## config.mk

```make
export PLATFORM = sky130hd
export DESIGN_NAME = trap_entry_seq
export DESIGN_NICKNAME = d
export VERILOG_FILES = /design/src/rtl/trap_entry_seq.sv
export SDC_FILE = /design/constraint.sdc
export NUM_CORES = 1
export LEC_CHECK = 0
export ABC_CLOCK_PERIOD_IN_PS = 2400
export BUFFER_PORTS_ARGS = -buffer_cell sky130_fd_sc_hd__buf_2
export CAP_MARGIN = 40
export CORE_MARGIN = 2
export CORE_UTILIZATION = 45
export CTS_CLUSTER_DIAMETER = 60
export DETAILED_ROUTE_END_ITERATION = 16
export PLACE_DENSITY_LB_ADDON = 0.3
export SLEW_MARGIN = 25
export SYNTH_ARGS = -nofsm -noshare
export SYNTH_HDL_FRONTEND = slang
export SYNTH_SLANG_ARGS = --single-unit
```

## constraint.sdc

```tcl
create_clock -name clk -period 2.4 [get_ports clk]
set_input_delay 0.24 -clock clk [delete_from_list [all_inputs] [get_ports clk]]
set_output_delay 0.24 -clock clk [all_outputs]
set_load 0.02 [all_outputs]
```

## src/rtl/trap_entry_seq.sv

```systemverilog
module trap_entry_seq #(
  parameter int N_HW   = 9,
  parameter int VEC_W  = 8,
  parameter int DATA_W = 16,
  parameter int SEG_W  = 8,
  parameter int LVL_W  = 4,
  parameter logic [N_HW*VEC_W-1:0] HW_VEC =
    {8'h0B, 8'h0A, 8'h09, 8'h08, 8'h07, 8'h06, 8'h04, 8'h03, 8'h02}
) (
  input  logic                clk,
  input  logic                rst_n,
  input  logic [N_HW-1:0]     hw_trap_i,
  input  logic                sw_trap_req_i,
  input  logic [VEC_W-1:0]    sw_trap_vec_i,
  input  logic                irq_req_i,
  input  logic [LVL_W-1:0]    irq_level_i,
  input  logic                insn_done_i,
  input  logic                seg_mode_i,
  input  logic [DATA_W-1:0]   psw_i,
  input  logic [SEG_W-1:0]    csp_i,
  input  logic [DATA_W-1:0]   ip_i,
  input  logic [SEG_W-1:0]    vecseg_i,
  output logic                irq_take_o,
  output logic                busy_o,
  output logic                stk_we_o,
  output logic [DATA_W-1:0]   stk_data_o,
  input  logic                stk_ack_i,
  output logic                jump_o,
  output logic [VEC_W+1:0]    vec_addr_o,
  output logic [SEG_W-1:0]    csp_new_o,
  output logic [DATA_W-1:0]   psw_new_o,
  input  logic                reti_req_i,
  output logic                reti_ack_o
);

  localparam int IDX_W = (N_HW > 1) ? $clog2(N_HW) : 1;

  typedef enum logic [1:0] {S_IDLE, S_PSW, S_CSP, S_IP} state_t;

  state_t            state;
  logic [N_HW-1:0]   pend_q;
  logic [DATA_W-1:0] psw_q, ip_q;
  logic [SEG_W-1:0]  csp_q, vseg_q;
  logic [VEC_W-1:0]  vec_q;
  logic              seg_q, hw_q, jump_q, reti_q;

  logic [N_HW-1:0]   pend_all, clr_mask;
  logic [IDX_W-1:0]  win_idx;
  logic [VEC_W-1:0]  win_vec, sel_vec;
  logic              hw_any, idle, take;

  assign pend_all = pend_q | hw_trap_i;
  assign hw_any   = |pend_all;
  assign idle     = (state == S_IDLE);
  assign take     = idle && insn_done_i && (hw_any || sw_trap_req_i);

  always_comb begin
    win_idx = '0;
    for (int i = N_HW - 1; i >= 0; i--)
      if (pend_all[i]) win_idx = IDX_W'(i);
  end

  assign win_vec  = HW_VEC[win_idx*VEC_W +: VEC_W];
  assign sel_vec  = hw_any ? win_vec : sw_trap_vec_i;
  assign clr_mask = (take && hw_any) ? (N_HW'(1) << win_idx) : '0;

  assign irq_take_o = idle && insn_done_i && irq_req_i && (irq_level_i != '0)
                      && !hw_any && !sw_trap_req_i;

  always_ff @(posedge clk or negedge rst_n) begin
    if (!rst_n) begin
      state  <= S_IDLE;
      pend_q <= '0;
      psw_q  <= '0;
      ip_q   <= '0;
      csp_q  <= '0;
      vseg_q <= '0;
      vec_q  <= '0;
      seg_q  <= 1'b0;
      hw_q   <= 1'b0;
      jump_q <= 1'b0;
      reti_q <= 1'b0;
    end else begin
      pend_q <= pend_all & ~clr_mask;
      jump_q <= 1'b0;
      reti_q <= reti_req_i && idle;
      case (state)
        S_IDLE: if (take) begin
          psw_q  <= psw_i;
          csp_q  <= csp_i;
          ip_q   <= ip_i;
          seg_q  <= seg_mode_i;
          vseg_q <= vecseg_i;
          vec_q  <= sel_vec;
          hw_q   <= hw_any;
          state  <= S_PSW;
        end
        S_PSW: if (stk_ack_i) state <= seg_q ? S_CSP : S_IP;
        S_CSP: if (stk_ack_i) state <= S_IP;
        S_IP:  if (stk_ack_i) begin
          state  <= S_IDLE;
          jump_q <= 1'b1;
        end
        default: state <= S_IDLE;
      endcase
    end
  end

  assign busy_o     = !idle;
  assign stk_we_o   = !idle;
  assign stk_data_o = (state == S_PSW) ? psw_q :
                      (state == S_CSP) ? {{(DATA_W-SEG_W){1'b0}}, csp_q} : ip_q;
  assign jump_o     = jump_q;
  assign vec_addr_o = {vec_q, 2'b00};
  assign csp_new_o  = vseg_q;
  assign psw_new_o  = hw_q ? {{LVL_W{1'b1}}, psw_q[DATA_W-LVL_W-1:0]} : psw_q;
  assign reti_ack_o = reti_q;

  assert_trap_beats_irq_R1: assert property (@(posedge clk) disable iff (!rst_n)
    irq_take_o |-> !take);

  assert_entry_after_done_R4: assert property (@(posedge clk) disable iff (!rst_n)
    $rose(busy_o) |-> $past(insn_done_i));

  assert_hold_until_ack_R6: assert property (@(posedge clk) disable iff (!rst_n)
    (stk_we_o && !stk_ack_i) |=> (stk_we_o && $stable(stk_data_o)));

  assert_jump_after_last_ack_R9: assert property (@(posedge clk) disable iff (!rst_n)
    jump_o |-> (!busy_o && $past(stk_we_o && stk_ack_i)));

  assert_reti_only_idle_R10: assert property (@(posedge clk) disable iff (!rst_n)
    reti_ack_o |-> $past(reti_req_i && !busy_o));

  assert_loser_stays_pending_R2: assert property (@(posedge clk) disable iff (!rst_n)
    (take && hw_any) |=> ($countones(pend_q) >= $past($countones(pend_all)) - 1));

endmodule

```

## Word level (Yosys, flattened, before mapping)

Index checks and enable logic that the tools add are counted.

- Flip-flop bits (word level): 71
- Input port bits: 77
- Output and inout bits: 55

- Equality and inequality tests: 7
- Shifts and indexed selects: 2
- Muxes and demuxes: 22
- Bitwise operators: 3
- Reductions and logical operators: 17

Operators with widths:

| operator | count |
|---|---|
| 72-bit by 8-bit variable part select with 8-bit output, first input constant | 1 |
| 16-bit 2-to-1 mux | 3 |
| 4-bit 2-to-1 mux | 9 |
| 9-bit AND | 1 |
| 9-bit 2-to-1 mux | 1 |
| 9-bit inverter | 1 |
| 9-bit bitwise OR | 1 |
| 9-bit OR reduction | 1 |
| 1-bit by 4-bit left shift with 9-bit output, first input constant | 1 |
| 1-bit logical AND | 8 |
| 2-bit 2-to-1 mux | 4 |
| 8-bit 2-to-1 mux | 1 |
| 2-bit one-hot mux with 4 select lines | 1 |
| 2-bit inequality test, second input constant | 3 |
| 2-bit equality test, second input constant | 2 |
| 4-bit AND reduction | 1 |
| 4-bit nonzero test | 1 |
| 1-bit logical NOT | 3 |
| 1-bit 2-to-1 mux | 3 |
| 2-bit by 1-bit equality test with 1-bit output, second input constant | 1 |
| 2-bit logical NOT | 1 |
| 2-bit by 1-bit inequality test with 1-bit output, second input constant | 1 |
| 2-bit AND reduction | 1 |
| 1-bit logical OR | 1 |

## Logic depth before layout (Yosys ltp)

Gate-level depths: netlist of the first run.

- Depth in word-level cells: 14
- Depth in mapped cells: 9

## Worst setup path after synthesis of the first run

Ideal clock, no wire load.

- Kind: reg-to-reg
- From: register pend_q[5]
- To: register vec_q[1]
- Data arrival time: 2.089 ns
- Path slack: 0.171 ns
- Cell stages (with the launch flop): 9
- Buffers on the path: 0
- Period minus slack after synthesis: 2.229 ns
- Path through: dfrtp_1 > or4_1 > o21ai_0 > nand2_1 > ha_1 > nor4_2 > a21oi_1 > o31ai_1 > a31oi_1

- Cells in the longest elaborated chain, start to end: 9

Ends and longest elaborated chain:

| element | line | source |
|---|---|---|
| start: declaration | 41 | `logic [N_HW-1:0] pend_q;` |
| start signal: assignment | 84 | `pend_q <= pend_all & ~clr_mask;` |
| 9-bit bitwise OR * | 52 | `assign pend_all = pend_q \| hw_trap_i;` |
| 4-bit 2-to-1 mux (6 in series) | 60 | `if (pend_all[i]) win_idx = IDX_W'(i);` |
| 72-bit by 8-bit variable part select with 8-bit output | 63 | `assign win_vec = HW_VEC[win_idx*VEC_W +: VEC_W];` |
| 8-bit 2-to-1 mux | 64 | `assign sel_vec = hw_any ? win_vec : sw_trap_vec_i;` |
| end signal: assignment | 94 | `vec_q <= sel_vec;` |
| end: declaration | 44 | `logic [VEC_W-1:0] vec_q;` |

Every way passes the cells marked *; elsewhere a longest branch is shown, timed or not.
A chain may end at the register's enable or synchronous reset.

## Worst setup path in the final report of the first run

Ends and elaborated chain as after synthesis.

==> summary.md, run 1 <==
| Metric | Value |
|---|---|
| Status | `complete, no violations` |
| ANT nets after route | `0` |
| Initial antenna violation count | `0` |
| Critical path buffer and inverter count | `0` |
| Core Area | `0.00765 mm²` |
| Clock Skew | `~0.012 ns` |
| Ys Warns | `0` |
| Synthesized instance count | `394` |
| Critical path fanouts, max | `4` |
| Post-synth ARST share | `1.00` |
| Gp weighted congestion | `a little over 0.8` |
| # H-tree levels | `3` |
| Io pins | `approximately 130` |
| DR vias/cell | `4.93` |
| DRT Pass-1 Iters | `4` |
| Area share of and/or/nand/nor cells after synthesis | `0.252` |
| Num CTS Buffers | `9` |
| Fin nets | `around 600` |
| Dpl cells | `604` |
| Final setup fails | `0` |
| Sequential fraction of the synthesis area | `0.505` |
| Layout Cells excl Fill | `between 600 and 700` |
| Max IR drop VDD | `approximately 420 µV` |
| Overflow after GRT | `0` |
| Yosys reg bits | `71` |
| CTS clock-pin slew for the worst setup and hold paths | `0.09 ns` |
| Worst setup EP type | `register` |
| Commonest non-fill, non-tap cell in the layout | `nand2_1` |
| Worst setup SP type | `register` |
| Synth Area in Compound Gates | `0.106` |
| Routed WL | `between 8000 and 9000 µm` |
| Vias | `3059` |
| Tcrit/Tclk final | `0.945` |
| Slew @ Worst Pin | `0.635 ns` |
| Die Wd | `92.4 µm` |
| Tmin final | `2.27 ns` |
| Largest family of logic cells by synthesized area | `simple AND/OR/NAND/NOR gates` |
| Crit-path cells | `or4_1 > o21ai_0 > nand2_1 > ha_2 > nor4_4 > a21oi_1 > o31ai_1 > a31oi_1` |
| Crit path largest cell delay | `~0.53 ns` |
| Top delay family on crit path | `simple AND/OR/NAND/NOR gates` |
| Crit path kind | `register to register` |
| Row count | `32` |
| Most frequent cells in the layout | `169 x nand2_1, 129 x buf_2, 71 x dfrtp_1` |
| Final slew viol count | `0` |
| Post-Place Worst Slack | `~0.067 ns` |
| Setup bufs post-CTS | `0` |
| Xor/xnor cell area share of the yosys netlist | `0` |
| Clk Latency, worst-skew pair | `0.34 ns` |
| Post-Syn Area | `0.00352 mm²` |
| Dpl hpwl | `5970 µm` |
| Gr usage total | `0.201` |
| Clock Sinks | `71` |
| Slew margin rel. | `0.575` |
| CP max-delay cell | `or4_1` |
| Util after Layout | `0.572` |
| Die area | `about 0.0085 mm²` |
| Syn Area/Cell | `8.93 µm²` |
| Leak Pwr | `2.30 nW` |
| Pwr/cell area | `1180 mW/mm²` |
| WL/cell | `13.4 µm` |
| Antenna cells | `0` |
| First DRT Iteration DRCs | `103` |
| Top post-synthesis cells by area | `dfrtp_1 50%, nand2_1 18%, ha_1 3.6%, buf_4 3.4%, o21ai_0 2.6%` |
| PnR worst setup slack | `0.133 ns` |
| DRC | `0` |
| Hold crit path type | `input port to register` |
| Global-route wire length before repair | `13600 µm` |
| CTS tree | `done` |
| Post-synth EDFFs | `0` |
| Total power | `approximately 5.1 mW` |
| Top cell type by total area after synthesis | `dfrtp_1` |
| Max Cap Viol | `0` |
| Largest net degree at the start of global routing | `72` |
| Netlist cell types | `37` |
| Post-Synth Adder-Cell Area | `0.0356` |
| Die Ht | `92.4 µm` |
| RSZ-0062 raised after global routing | `no` |
| Final setup TNS | `0 ns` |
| Arrival @ worst endpoint | `2.46 ns` |
| Req. time, crit path | `2.60 ns` |
| CTS Root Cell | `clkbuf_8` |
| Clock Tree Buf Depth | `2` |
| Max Clock Freq | `approximately 440 MHz` |
| Vias in the first global route | `2970` |
| Multiplexer share of the synthesized area | `0.0228` |
| Post-synth top area share | `0.505` |
| Top FF cell, synth | `dfrtp_1` |
| Final Hold Fails | `0` |
| Syn-to-layout area delta | `24.3%` |
| Initial Util | `0.460` |
| IO buf count | `between 100 and 150` |
| Share of layout cells above drive strength 1 | `0.329` |
==> cell usage after synthesis, types with 4 or more instances <==
master	number
buf_6	8
buf_4	16
and2_1	5
a22o_1	9
a21oi_1	9
clkbuf_1	9
o21ai_0	18
inv_1	7
nor2_1	13
dfrtp_1	71
nand3_1	6
nor4_2	4
or2_2	4
mux2i_1	8
ha_1	10
nand2_1	169
==> worst min-delay path, stage by stage <==
cell and delay (ns):
buf_2 0.08, nand2_1 0.04, nand2_1 0.05
==> cells by family (layout without fill, tap and decap cells) <==
family          Yosys count  count (layout)
flops                    71              71
buf+inv                  41             165
mux                       8               8
fa+ha+maj                10              10
other cells               1               2
simple gates            209             209
compound gates           54              54
==> registers in the layout (all words and copies together) (netlist names) <==
name	count
csp_q	8
psw_q	16
pend_q	9
csp_new_o	8
vec_q	8
hw_q	1
state	2
reti_ack_o	1
jump_o	1
ip_q	16
seg_q	1
==> routing by layer <==
metal  track usage  vias up  part of all wire
li1              -     1515                 -
met4        0.0808        0             0.013
met5             0        -                 0
met2         0.335      110              0.48
met3        0.0366       11             0.064
met1         0.260     1423              0.45
==> worst paths after layout <==
| kind | start | end | slack [ns] | depth (start not counted) |
|---|---|---|---|---|
| max in group asynchronous | rst_n | csp_q[6] | 1.64 | 3 |
| setup reg to reg | pend_q[5] | vec_q[1] | 0.13 | 8 |
| hold / removal | ip_i[13] | ip_q[13] | 0.08 | 3 |
| setup / recovery | pend_q[5] | vec_q[1] | 0.13 | 8 |
| hold reg to reg | csp_new_o[6] | csp_new_o[6] | 0.47 | 2 |
| min in group asynchronous | rst_n | psw_q[9] | 0.46 | 3 |
==> cell type report <==
cell class / count / area (µm²)
clock inverter: 7 / 48.8
multi-input combinational: 283 / 1490
clock buffer: 9 / 124
sequential: 71 / 1780
fill: 723 / 3270
tap: 102 / 128
inverter: 7 / 26.3
timing repair buffer: 142 / 783
==> where the power goes <==
part	total (mW)	switching (mW)	internal (mW)
Sequential	1.90	0.265	1.63
Combinational	2.41	1.54	0.878
Clock	0.831	0.455	0.376
Total	5.14	2.26	2.89
==> repair_timing <==
item | 4_1_cts | 5_1_grt
endpoints found under the hold margin | 71 | 0
hold buffers | 1 | 0
gates resized for setup | 1 | 4
endpoints found under the setup margin | 1 | 3
pin swaps | 0 | 1
gates cloned | 0 | 0
==> through the flow <==
stage | area (µm²) | hold slack [ns]
floorplan | 3520 | -0.0556
global placement | 4170 | 0.300
detailed placement | 4170 | 0.299
CTS | 4360 | 0.0625
global route | 4370 | 0.0803
finish | 4370 | 0.0818
Power figures use the tool's default switching activity.
==> run 2, diff against run 1 <==
--- a/config.mk
+++ b/config.mk
@@ -12,7 +12,7 @@
 export CORE_UTILIZATION = 45
 export CTS_CLUSTER_DIAMETER = 60
 export DETAILED_ROUTE_END_ITERATION = 16
-export PLACE_DENSITY_LB_ADDON = 0.3
+export PLACE_DENSITY = 0.86
 export SLEW_MARGIN = 25
 export SYNTH_ARGS = -nofsm -noshare
 export SYNTH_HDL_FRONTEND = slang
==> summary.md, run 2 (same netlist as run 1, synthesis figures left out) <==
| Metric | Value |
|---|---|
| # H-tree levels | `3` |
| Dpl hpwl | `6310 µm` |
| Tmin final | `~2.3 ns` |
| CP max-delay cell | `dfrtp_1` |
| Arrival @ worst endpoint | `slightly above 2 ns` |
| Gr usage total | `0.204` |
| Max IR drop VDD | `approximately 470 µV` |
| Clock Skew | `0.0137 ns` |
| Filler Cells Inserted | `about 690` |
| CTS clock-pin slew for the worst setup and hold paths | `0.08 ns` |
| Worst setup SP type | `register` |
| Initial Util | `0.460` |
| P_sw | `2.27 mW` |
| DRT Pass-1 Iters | `5` |
| CTS Root Cell | `clkbuf_8` |
| Row count | `32` |
| Util after Layout | `0.584` |
| Status | `complete, no violations` |
| RSZ-0062 raised after global routing | `yes` |
| Slew @ Worst Pin | `approximately 0.7 ns` |
| Vias in the first global route | `~3.1k` |
| CP startpoint | `pend_q[1]` |
| Critical path fanouts, max | `5` |
| Crit-path cells | `nor4_4 > and2_2 > nand2_1 > nor4_1 > buf_2` |
| Net Sw Frac | `0.424` |
| Global-route wire length before repair | `13800 µm` |
| Clock power frac | `0.183` |
| Largest registers | `ip_q (16), psw_q (16), pend_q (9)` |
| Die Ht | `92.4 µm` |
| Clk Latency, worst-skew pair | `between 0.3 and 0.4 ns` |
| IO buf count | `129` |
| Fin nets | `about 600` |
| Req. time, crit path | `2.16 ns` |
| Vias | `3122` |
| Pwr/cell area | `1190 mW/mm²` |
| First DRT Iteration DRCs | `141` |
| Num CTS Buffers | `9` |
| Routed WL | `about 8600 µm` |
| Commonest non-fill, non-tap cell in the layout | `nand2_1` |
| Hold_sp | `psw_i[1]` |
| Final setup fails | `0` |
| Max Cap Viol | `0` |
| Core Area | `0.00765 mm²` |
| Syn-to-layout area delta | `27.0%` |
| Slew margin rel. | `0.541` |
| Gp weighted congestion | `0.976` |
| Tcrit/Tclk final | `0.945` |
| WL/cell | `13.9 µm` |
| Die area | `0.00854 mm²` |
| Hold crit path type | `input port to register` |
| Worst r2r dst | `vec_q[1]` |
| Max Clock Freq | `441 MHz` |
| Worst flop-to-flop path startpoint | `pend_q[5]` |
| Io pins | `132` |
| Post-Place Cell Area | `0.00417 mm²` |
| CTS tree | `done` |
| Reg power frac | `0.356` |
| Crit path kind | `register to primary output` |
| Largest net degree at the start of global routing | `44` |
| R2r setup slk | `0.14 ns` |
| Die Wd | `92.4 µm` |
| Leak Pwr | `2.35 nW` |
| FF-to-FF path depth | `8` |
| Crit path largest cell delay | `0.43 ns` |
| Clock Tree Buf Depth | `2` |
| Final setup TNS | `0 ns` |
| Share of layout cells above drive strength 1 | `0.339` |
| Overflow after GRT | `0` |
| Final slew viol count | `0` |
| Initial antenna violation count | `0` |
| Worst setup EP type | `primary output` |
| Antenna cells | `0` |
| DRC | `0` |
| Most frequent cells in the layout | `168 x nand2_1, 129 x buf_2, 71 x dfrtp_1` |
| Fin Hold WS | `0.0853 ns` |
| Final Hold Fails | `0` |
| CP Capture Point | `irq_take_o` |
| ANT nets after route | `0` |
| Internal | `3.07 mW` |
| Clock Sinks | `71` |
| Combinational cell fraction of total power | `0.461` |
| DR vias/cell | `5.00` |
| Post-route cell area | `0.00447 mm²` |
## run 2: area by class of cell
| cell class | instances | area [µm²] | area share |
|---|---|---|---|
| timing repair buffer | 145 | 806 | 0.180 |
| sequential | 71 | 1780 | 0.398 |
| multi-input combinational | 283 | 1520 | 0.341 |
| clock inverter | 4 | 52.6 | 0.0118 |
| clock buffer | 12 | 155 | 0.0347 |
| inverter | 7 | 26.3 | 0.00588 |
| tap | 102 | 128 | 0.0286 |
## run 2: power by group through the flow
stage	Sequential [mW]	Clock, mW	Combinational (mW)
after floorplan	1.96	0	1.73
after global placement	1.89	0	2.40
after detailed placement	1.93	0	2.48
after CTS	1.90	1.01	2.48
after global routing	1.96	1.07	2.71
final	1.90	0.977	2.46
## run 2: per-stage QoR
step | power, mW | setup slack [ns] | cells
2_1_floorplan | 3.69 | 0.171 | 395
3_3_place_gp | 4.29 | 0.101 | 603
3_5_place_dp | 4.40 | -0.0876 | 603
4_1_cts | 5.40 | 0.00579 | 620
5_1_grt | 5.73 | -0.0323 | 624
6_report | 5.34 | 0.131 | 624
## run 2: routing by layer
layer | wire length (µm) | GRT usage | vias up
li1 | - | - | 1519
met1 | 3630 | 0.237 | 1475
met2 | 4390 | 0.367 | 113
met3 | 492 | 0.0415 | 15
met4 | 141 | 0.0821 | 0
met5 | 0 | 0 | -
## run 2: worst max-delay path, delay by kind of cell (launching register included)
kind          cells  cell delay [ns]
simple gates      4             1.05
flops             1             0.43
buf+inv           1             0.21
## run 2: how the worst min path moves through the flow
stage,end,slack (ns),cells after the start
global route,csp_new_o[0],0.08,3
finish,psw_q[1],0.09,3
floorplan,csp_new_o[0],-0.06,0
detailed placement,csp_new_o[4],0.33,1
CTS,csp_q[2],0.07,3
global placement,csp_new_o[4],0.31,1
## run 2: what timing repair did
action | 4_1_cts | 5_1_grt
hold endpoints to repair | 28 | 0
resized for setup | 4 | 8
pin swaps | 0 | 6
endpoints found under the setup margin | 3 | 4
hold buffers | 1 | 0
setup buffers | 0 | 4
==> run 3, diff against run 2 <==
--- a/config.mk
+++ b/config.mk
@@ -8,11 +8,12 @@
 export ABC_CLOCK_PERIOD_IN_PS = 2400
 export BUFFER_PORTS_ARGS = -buffer_cell sky130_fd_sc_hd__buf_2
 export CAP_MARGIN = 40
+export CORE_ASPECT_RATIO = 1.2
 export CORE_MARGIN = 2
-export CORE_UTILIZATION = 45
+export CORE_UTILIZATION = 35
 export CTS_CLUSTER_DIAMETER = 60
 export DETAILED_ROUTE_END_ITERATION = 16
-export PLACE_DENSITY = 0.86
+export PLACE_DENSITY = 0.71
 export SLEW_MARGIN = 25
 export SYNTH_ARGS = -nofsm -noshare
 export SYNTH_HDL_FRONTEND = slang
==> summary.md, run 3 (same netlist as run 1, synthesis figures left out) <==
| Metric | Value |
|---|---|
| Clock Tree Buf Depth | `2` |
| CTS clock-pin slew for the worst setup and hold paths | `0.05 ns` |
| Routed WL | `~9100 µm` |
| CTS Root Cell | `clkbuf_16` |
| PnR worst setup slack | `around 0.07 ns` |
| DRT Pass-1 Iters | `4` |
| M1 GR Usage | `0.202` |
| Share of layout cells above drive strength 1 | `0.331` |
| Critical path fanouts, max | `4` |
| Total power | `5.61 mW` |
| Final setup fails | `0` |
| Hold crit path type | `input port to register` |
| First DRT Iteration DRCs | `131` |
| Filler Cells Inserted | `967` |
| Dpl hpwl | `6550 µm` |
| Most frequent cells in the layout | `168 x nand2_1, 128 x buf_2, 71 x dfrtp_1` |
| Die Ht | `114 µm` |
| Final Hold Fails | `0` |
| GRT Max-Usage Layer | `met2` |
| WL/cell | `14.0 µm` |
| Initial antenna violation count | `3` |
| Max Clock Freq | `about 430 MHz` |
| Tmin final | `2.33 ns` |
| Global-route wire length before repair | `14500 µm` |
| Overflow after GRT | `0` |
| Vias in the first global route | `slightly above 3k` |
| Post-Place Worst Slack | `between 0.04 and 0.05 ns` |
| CTS tree | `done` |
| DRC | `0` |
| Num CTS Buffers | `9` |
| Pwr/cell area | `around 1200 mW/mm²` |
| Fin nets | `~600` |
| Core Area | `~0.0099 mm²` |
| Initial Util | `0.355` |
| Die Wd | `95.5 µm` |
| Clock Sinks | `just over 70` |
| Vias | `3112` |
| Fin Hold WS | `0.100 ns` |
| # H-tree levels | `3` |
| Clock Skew | `0.00321 ns` |
| DR vias/cell | `4.81` |
| Max Cap Viol | `0` |
| Crit path kind | `register to register` |
| Status | `complete, no violations` |
| Max IR drop VDD | `381 µV` |
| Util after Layout | `0.460` |
| Met3 usage | `0.0436` |
| Worst setup EP type | `register` |
| Clk Latency, worst-skew pair | `~0.33 ns` |
| Worst setup SP type | `register` |
| Die area | `0.0109 mm²` |
| Largest net degree at the start of global routing | `47` |
| Req. time, crit path | `2.59 ns` |
| Syn-to-layout area delta | `29.5%` |
| Final slew viol count | `0` |
| RSZ-0062 raised after global routing | `no` |
| Arrival @ worst endpoint | `2.52 ns` |
| Final setup TNS | `0 ns` |
| Io pins | `132` |
| Tcrit/Tclk final | `0.972` |
| IO buf count | `~130` |
| Gp weighted congestion | `0.968` |
| Largest registers | `ip_q (16), psw_q (16), pend_q (9)` |
| Global Route met2 Usage | `0.296` |
| Commonest non-fill, non-tap cell in the layout | `nand2_1` |
| ANT nets after route | `0` |
| Row count | `40` |
| Leak Pwr | `2.37 nW` |
| Gr usage total | `0.175` |
[run 3: path summary, 6_finish.rpt]
kind / from / endpoint / slack [ns] / cells after the start
hold / removal: vecseg_i[0] / csp_new_o[0] / 0.10 / 3
setup reg to reg: pend_q[5] / vec_q[1] / 0.07 / 8
setup / recovery: pend_q[5] / vec_q[1] / 0.07 / 8
hold reg to reg: csp_new_o[0] / csp_new_o[0] / 0.47 / 2
max in group asynchronous: rst_n / psw_q[10] / 1.47 / 3
min in group asynchronous: rst_n / csp_new_o[5] / 0.38 / 2
[run 3: layout make-up]
type                       count  area, µm²  share of cell area
antenna                        1       2.50            0.000549
clock buffer                  15        278              0.0610
inverter                       7       26.3             0.00577
multi-input combinational    283       1530               0.335
sequential                    71       1780               0.390
tap                          126        158              0.0346
timing repair buffer         144        788               0.173
[run 3: metal layers]
metal  wire [µm]  vias to the layer above
met2        4710                      108
met1        3600                     1461
met3         532                       19
met4         183                        4
met5          27                        -
li1            -                     1520
[run 3: where the power goes]
group	switching, mW	internal [mW]	total, mW
Combinational	1.57	0.897	2.47
Sequential	0.272	1.64	1.91
Clock	0.451	0.779	1.23
[run 3: critical path: stages (launching register included)]
cell and delay [ns]:
dfrtp_1 0.40, or4_4 0.56, o21ai_2 0.15, nand2_2 0.12, ha_4 0.21, nor4_4 0.25
a21oi_1 0.08, o31ai_1 0.28, a31oi_1 0.13
[run 3: timing repair]
action,in CTS,in global routing
setup endpoints to repair,2,5
hold buffers,1,0
gates resized for setup,3,10
setup buffers,1,2
pin swaps,2,3
hold endpoints to repair,29,0
[run 3: metrics by stage]
step                cell area, µm²  cells
CTS                           4490    644
detailed placement            4190    627
global route                  4550    646
global placement              4170    626
finish                        4560    647
floorplan                     3520    395
